--- src/rtl/mii_mgmt_regs.sv ---
module mii_mgmt_regs #(
  parameter logic [7:0]  PHY_ADDR = 8'd0,
  parameter logic [15:0] ID_HI    = 16'h0243,
  parameter logic [15:0] ID_LO    = 16'h0C54
) (
  input  logic        clk,
  input  logic        rst_n,
  input  logic        link_up_i,
  input  logic        tgt_wr_i,
  input  logic [31:0] tgt_data_i,
  input  logic        wr_i,
  input  logic [15:0] wr_data_i,
  output logic [15:0] rd_data_o
);
  localparam logic [7:0]  REG_CTL   = 8'd0;
  localparam logic [7:0]  REG_STAT  = 8'd1;
  localparam logic [7:0]  REG_ID_HI = 8'd2;
  localparam logic [7:0]  REG_ID_LO = 8'd3;
  localparam logic [7:0]  REG_ADV   = 8'd4;
  localparam logic [7:0]  REG_LP    = 8'd5;
  localparam logic [15:0] CTL_INIT  = 16'h3100;
  localparam logic [15:0] ADV_INIT  = 16'h01E1;
  localparam logic [15:0] STAT_CAPS = 16'h7848;
  localparam logic [15:0] STAT_LINK = 16'h0024;
  localparam logic [15:0] LP_UP     = 16'h01E0;
  localparam logic [15:0] LP_DOWN   = 16'h0080;
  localparam int          SOFT_RST  = 15;

  logic [15:0] tgt_q;
  logic [15:0] ctl_q;
  logic [15:0] adv_q;
  logic        link_q;
  logic        unused_tgt_hi;

  wire [7:0]  tgt_phy = tgt_q[15:8];
  wire [7:0]  tgt_reg = tgt_q[7:0];
  wire        hit     = (tgt_phy == PHY_ADDR);
  wire [15:0] stat_v  = link_q ? (STAT_CAPS | STAT_LINK) : STAT_CAPS;
  wire [15:0] lp_v    = link_q ? LP_UP : LP_DOWN;

  assign unused_tgt_hi = ^tgt_data_i[31:16];

  always_ff @(posedge clk)
    link_q <= link_up_i;

  always_ff @(posedge clk) begin
    if (!rst_n) begin
      tgt_q <= '0;
      ctl_q <= CTL_INIT;
      adv_q <= ADV_INIT;
    end else begin
      if (tgt_wr_i)
        tgt_q <= tgt_data_i[15:0];
      if (wr_i && hit) begin
        case (tgt_reg)
          REG_CTL:
            if (wr_data_i[SOFT_RST]) begin
              ctl_q <= CTL_INIT;
              adv_q <= ADV_INIT;
            end else begin
              ctl_q <= wr_data_i;
            end
          REG_ADV: adv_q <= wr_data_i;
          default: ;
        endcase
      end
    end
  end

  always_comb begin
    if (!hit) begin
      rd_data_o = 16'hFFFF;
    end else begin
      case (tgt_reg)
        REG_CTL:   rd_data_o = ctl_q;
        REG_STAT:  rd_data_o = stat_v;
        REG_ID_HI: rd_data_o = ID_HI;
        REG_ID_LO: rd_data_o = ID_LO;
        REG_ADV:   rd_data_o = adv_q;
        REG_LP:    rd_data_o = lp_v;
        default:   rd_data_o = 16'h0000;
      endcase
    end
  end
endmodule

--- config.mk ---
export PLATFORM = sky130hd
export DESIGN_NAME = mii_mgmt_regs
export DESIGN_NICKNAME = d
export VERILOG_FILES = /design/src/rtl/mii_mgmt_regs.sv
export SDC_FILE = /design/constraint.sdc
export NUM_CORES = 1
export LEC_CHECK = 0
export ABC_AREA = 1
export CAP_MARGIN = 15
export CORE_MARGIN = 8
export CORE_UTILIZATION = 30
export DETAILED_ROUTE_END_ITERATION = 10
export PLACE_DENSITY = 0.53
export SETUP_SLACK_MARGIN = 0.1
export SLEW_MARGIN = 5
export SYNTH_ARGS = -nofsm -noshare
export SYNTH_HDL_FRONTEND = slang
export SYNTH_SLANG_ARGS = --single-unit
--- constraint.sdc ---
create_clock -name clk -period 1.6 [get_ports clk]
set_clock_uncertainty 0.05 [all_clocks]
set_input_delay 0.24 -clock clk [delete_from_list [all_inputs] [get_ports clk]]
set_output_delay 0.24 -clock clk [all_outputs]
set_load 0.1 [all_outputs]
==> results of run 1 <==
[state kept, by name, summed over array words and instances (netlist names)]
| signal | count |
|---|---|
| adv_q | 16 |
| ctl_q | 15 |
| tgt_q | 16 |
| link_q | 1 |
[report_power, final]
group          switching, mW  internal (mW)  total [mW]
clock                  0.397          0.353       0.751
combinational          0.635          0.453        1.09
sequential            0.0216           1.23        1.25
total                   1.05           2.04        3.09
[final timing paths]
path | end | cells past startpoint | slack [ps] | from
worst max-delay path | rd_data_o[2] | 8 | -370 | tgt_q[5]$_SDFFE_PN0P_
worst min-delay path | link_q$_DFF_P_ | 1 | 330 | link_up_i
worst max register to register | ctl_q[7]$_SDFFE_PN0P_ | 11 | -180 | tgt_q[5]$_SDFFE_PN0P_
worst min register to register | ctl_q[5]$_SDFFE_PN0P_ | 2 | 410 | ctl_q[5]$_SDFFE_PN0P_
[layout make-up]
| cell class | count | area, sq um | share of cell area |
|---|---|---|---|
| clock buffers | 8 | 90.1 | 0.0225 |
| inverters | 36 | 138 | 0.0344 |
| multi-input cells | 239 | 1520 | 0.379 |
| flip-flops and latches | 48 | 966 | 0.241 |
| well taps | 102 | 128 | 0.0319 |
| repair buffers | 103 | 1170 | 0.291 |
[logic make-up after synthesis]
| logic type | count (synthesis) | share of synthesized area |
|---|---|---|
| compound gates | 51 | 0.126 |
| buf+inv | 55 | 0.0983 |
| flops | 48 | 0.415 |
| simple gates | 185 | 0.361 |
[through the flow]
step | power [mW] | worst slack (ps) | setup TNS (ps) | util | area (sq um)
final | 3.09 | -366 | -8670 | 0.527 | 4010
after detailed placement | 2.23 | -209 | -6590 | 0.459 | 3490
after floorplan | 1.80 | -599 | -8310 | - | 2430
after CTS | 3.02 | -385 | -5440 | 0.488 | 3710
after global routing | 3.24 | -437 | -12220 | 0.527 | 4010
after global placement | 2.22 | -173 | -5750 | 0.459 | 3490
[per-layer routing]
layer / GRT usage / wire, microns / vias up
met5: 0 / 0 / -
met4: 0.0372 / 130 / 0
met3: 0.0242 / 277 / 10
met2: 0.237 / 3850 / 55
met1: 0.162 / 3520 / 1169
li1: - / - / 1307
[worst max-delay path: cells and delay by family (launching register included)]
kind          cells  cell delay [ps]
buf+inv           3              480
flops             1              330
simple gates      5              550
[placed cells by master, fill, tap and decap left out, types with 13 or more instances in the layout]
master and instances:
nand2_2 13, nand2_1 59, o21ai_0 18, nor2_1 39
clkdlybuf4s50_1 36, dfxtp_1 44, buf_12 20, nand3_1 28
inv_1 30, nand4_1 17, a21oi_1 16, buf_4 35
[synth_stat cells]
cell type	count
nor2_4	1
nor2_2	1
or2_2	5
o2111ai_1	9
nand3b_1	1
nand3_1	33
nor3_4	1
nand2_1	78
nor2_1	45
nand4_1	17
nand2_2	2
o21a_1	1
buf_2	8
dfxtp_1	48
inv_1	36
buf_4	1
o21ai_0	20
clkbuf_1	9
buf_6	1
nand3_4	1
a21oi_1	21
[repair_timing]
item / CTS / global route
endpoints found under the hold margin: 0 / 0
gates cloned: 1 / 4
endpoints found under the setup margin: 47 / 47
pin swaps: 2 / 19
hold buffers: 0 / 0
setup buffers: 1 / 2
gates resized for setup: 22 / 54
==> run_results.csv, run 1 <==
group,metric,value,unit
cts,clk_path_buf_depth,2,
cts,cts_tree,"done",
drt,drc,0,
drt,ant_nets,0,
place,dp.cells,520,
cells_and_area,drive_gt1_frac,0.325,
worst_setup_path,slowest_delay,330,ps
drt,vias,2541,
worst_setup_path,startpoint_type,"register",
global_route,grt_max_degree,17,
worst_setup_path,end_kind,"primary output",
synth,synthesis.nets,392,
synth,synth_top_area_frac,0.415,
cells_and_area,finalNonFillerCells,536,
outcome,violations,"negative setup slack",
sta,whs,329,ps
synth,synth_area_leader_cell,"dfxtp_1",
synth,postSynthAreaPerCell,6.83,sq um
cts,clkTransAtPathRegs,80,ps
synth,netlist_area,2320,sq um
cts,numCtsBuffers,5,
drt,dr.pass1.iters,4,
place,io_buffers,52,
worst_setup_path,cpMaxStageDelayCell,"dfxtp_2",
cells_and_area,syn_to_final_growth,73.0,%
floorplan,start_util,0.304,
worst_setup_path,path_class,"register to primary output",
place,routabilityCongestion,0.799,
drt,initialDrtViolationCount,119,
synth,ys_ff_latch,48,
job,max_cap_violations,0,
synth,yosysWarnings,0,
global_route,track_usage,0.134,
floorplan,die-area,10800,sq um
synth,yosys-top-cells-area,"dfxtp_1 (41%), nand2_1 (13%), nor2_1 (7.3%)",
worst_setup_path,arrival,1680,ps
power,power_density,772,nW/um^2
synth,synth_cells,339,
cells_and_area,n_fill_cell,726,
power,vdd_ir_drop_max,0.000399,V
worst_setup_path,cp_cell_sequence,"nor2_2 -> nand2_2 -> buf_6 -> nor2_4 -> buf_12 -> nand2_1 -> nand4_1 -> buf_12",
global_route,overflow,0,
floorplan,ios,69,
global_route,grt_pass1_vias,2547,
floorplan,core_area,7610,sq um
global_route,antenna_found_initial,0,
cts,insertion_delay,300,ps
worst_setup_path,critPathMaxFanout,8,
floorplan,num_rows,32,
sta,min_period,1970,ps
drt,drt_wl_total,7.78,mm
sta,fin_ws,-366,ps
global_route,grt_pass1_wl,12.0,mm
sta,slew_headroom,0.732,
outcome,status,"complete, but fails checks",
drt,viasPerCell,4.74,
hold_path,hold_class,"input pin to register",
synth,yosysSeqAreaShare,0.415,
cts,cts_max_level,2,
floorplan,die_h,104,microns
power,leakagePower,1.64,nW
cts,numClockSinks,48,
sta,period_share,1.23,
drt,wl_per_cell,14.5,microns
synth,synth_cell_type_count,21,
floorplan,die_x,104,microns
sta,fmax,509,MHz
cells_and_area,antenna_cells,0,
sta,maxSlewViolCount,0,
place,dp_hpwl,5.34,mm
sta,hold_violations,0,
worst_setup_path,path_common_cell,"buf_12",
cells_and_area,nNetsFinal,486,
worst_setup_path,worstPathRequired,1310,ps
sta,worst_slew_pin_slew,401,ps
sta,rsz0062_at_grt,"yes",
cts,root_buffer,"clkbuf_8",
sta,finalSetupViolCount,44,
(Power assumes the default switching activity.)
==> run 2, diff against run 1 <==
- clock period: 1.6 -> 1.7 ns (I/O delays scaled with it)
==> run_results.csv, run 2 (synthesized netlist as in run 1, its figures left out) <==
group,metric,value,unit
hold_path,hold_class,"input pin to register",
floorplan,core_area,7610,sq um
worst_setup_path,worst-r2r-setup-slack,-10,ps
worst_setup_path,startpoint,"tgt_q[4]$_SDFFE_PN0P_",
global_route,grt_pass1_vias,2650,
outcome,status,"complete, but fails checks",
worst_setup_path,cpMaxStageDelayCell,"dfxtp_2",
power,vdd_ir_drop_max,0.000321,V
worst_setup_path,regToRegEndpoint,"ctl_q[0]$_SDFFE_PN0P_",
floorplan,die_x,104,microns
floorplan,ios,69,
power,p_clk_frac,0.246,
job,max_cap_violations,0,
cts,root_buffer,"clkbuf_8",
worst_setup_path,startpoint_type,"register",
drt,initialDrtViolationCount,147,
worst_setup_path,crit_end,"rd_data_o[2]",
cells_and_area,antenna_cells,0,
sta,rsz0062_at_grt,"yes",
worst_setup_path,arrival,1680,ps
worst_setup_path,end_kind,"primary output",
power,power_switching,1.06,mW
worst_setup_path,path_class,"register to primary output",
sta,slew_headroom,0.640,
global_route,grt_max_degree,19,
global_route,overflow,0,
drt,drt_wl_total,8.28,mm
sta,hold_violations,0,
power,p_int,1.95,mW
worst_setup_path,worstPathRequired,1390,ps
power,power,3.01,mW
drt,drc,0,
sta,worst_slew_pin_slew,540,ps
sta,fin_ws,-281,ps
power,power_frac_seq,0.395,
power,power_density,721,nW/um^2
cts,numClockSinks,48,
cells_and_area,n_fill_cell,724,
worst_setup_path,slowest_delay,350,ps
cells_and_area,drive_gt1_frac,0.381,
floorplan,die_h,104,microns
worst_setup_path,r2r_cells,10,
floorplan,die-area,10800,sq um
place,routabilityCongestion,0.773,
cells_and_area,nNetsFinal,495,
worst_setup_path,critPathMaxFanout,6,
drt,viasPerCell,4.83,
worst_setup_path,cp_cell_sequence,"nor2_4 -> nand2_4 -> buf_6 -> nor2_4 -> buf_6 -> nand2_2 -> nand4_1 -> buf_12",
sta,period_share,1.17,
cts,clkTransAtPathRegs,90,ps
cts,insertion_delay,300,ps
sta,fmax,505,MHz
cts,clk_path_buf_depth,2,
power,p_sw_frac,0.351,
cts,cts_tree,"done",
outcome,violations,"negative setup slack",
cts,numCtsBuffers,5,
cells_and_area,final_cell_mix,"nand2_1 (53), buf_4 (39), dfxtp_1 (38), nor2_1 (36), clkdlybuf4s50_1 (36)",
cells_and_area,largestRegisters,"adv_q (16), tgt_q (16), ctl_q (15)",
worst_setup_path,timing.rr.start,"tgt_q[4]$_SDFFE_PN0P_",
drt,vias,2631,
sta,maxSlewViolCount,0,
floorplan,start_util,0.304,
cts,cts_max_level,2,
place,dp_hpwl,5.29,mm
drt,wl_per_cell,15.2,microns
cells_and_area,syn_to_final_growth,80.4,%
drt,dr.pass1.iters,4,
cts,holdBufCountCts,0,
sta,whs,338,ps
place,io_buffers,52,
power,comb_power_share,0.359,
global_route,track_usage,0.148,
sta,finalSetupTns,-3970,ps
power,leakagePower,1.72,nW
drt,ant_nets,0,
global_route,grt_pass1_wl,13.0,mm
sta,finalSetupViolCount,20,
floorplan,num_rows,32,
global_route,antenna_found_initial,0,
cells_and_area,layout_commonest_cell,"nand2_1",
sta,min_period,1980,ps
==> run 2: cell count changes in the layout (fill, tap and decap cells not counted), sizes merged <==
cell / change
clkbuf: -2
clkinvlp: +2
buf: +8
clkinv: +1
==> run 2: critical path: cells and delay by family, from the launching register on <==
family	cells	cell delay (ps)
buffers and inverters	3	470
flip-flops	1	350
AND/OR/NAND/NOR	5	560
==> run 2: stage by stage <==
step / cells / instance area [sq um] / utilization / setup WS, ps
2_1_floorplan: 339 / 2430 / - / -514
3_3_place_gp: 514 / 3430 / 0.451 / -91.1
3_5_place_dp: 514 / 3430 / 0.451 / -99.4
4_1_cts: 538 / 3970 / 0.521 / -262
5_1_grt: 545 / 4180 / 0.549 / -341
6_report: 545 / 4180 / 0.549 / -281
==> run 2: metal layers <==
metal  part of all wire  global-route usage  up-vias  wire [microns]
li1                   -                   -     1331               -
met1               0.43               0.171     1226            3560
met2               0.51               0.262       63            4240
met3              0.039              0.0260       11             321
met4              0.018              0.0600        0             146
met5                  0                   0        -               0
==> run 2: worst min path at each step <==
stage                     slack (ps)               endpoint                   from  cells after the start
after detailed placement         400  ctl_q[9]$_SDFFE_PN0P_  ctl_q[9]$_SDFFE_PN0P_                      2
final                            340         link_q$_DFF_P_              link_up_i                      1
after global routing             340         link_q$_DFF_P_              link_up_i                      1
after CTS                        330         link_q$_DFF_P_              link_up_i                      1
after floorplan                  230         link_q$_DFF_P_              link_up_i                      0
after global placement           400  ctl_q[4]$_SDFFE_PN0P_  ctl_q[4]$_SDFFE_PN0P_                      2
==> run 2: what timing repair did <==
action	in CTS	in global routing
pin swaps	17	24
endpoints found under the setup margin	47	47
cloned	5	1
setup buffers	11	6
resized for setup	69	44
==> run 2: final cells by class <==
class / instances / area, sq um / share of cell area
sequential: 48 / 976 / 0.234
inverter: 36 / 144 / 0.0344
timing repair inverter: 1 / 7.51 / 0.00180
timing repair buffer: 111 / 1240 / 0.296
tap: 102 / 128 / 0.0305
multi-input combinational: 239 / 1590 / 0.380
clock buffer: 6 / 82.6 / 0.0198
clock inverter: 2 / 13.8 / 0.00329
==> run 2: power groups by stage <==
stage                     combinational [mW]  sequential, mW  clock [mW]
after floorplan                        0.490            1.20           0
after global placement                 0.870            1.20           0
after detailed placement               0.872            1.20           0
after CTS                               1.01            1.18       0.763
after global routing                    1.14            1.19       0.814
final                                   1.08            1.19       0.741
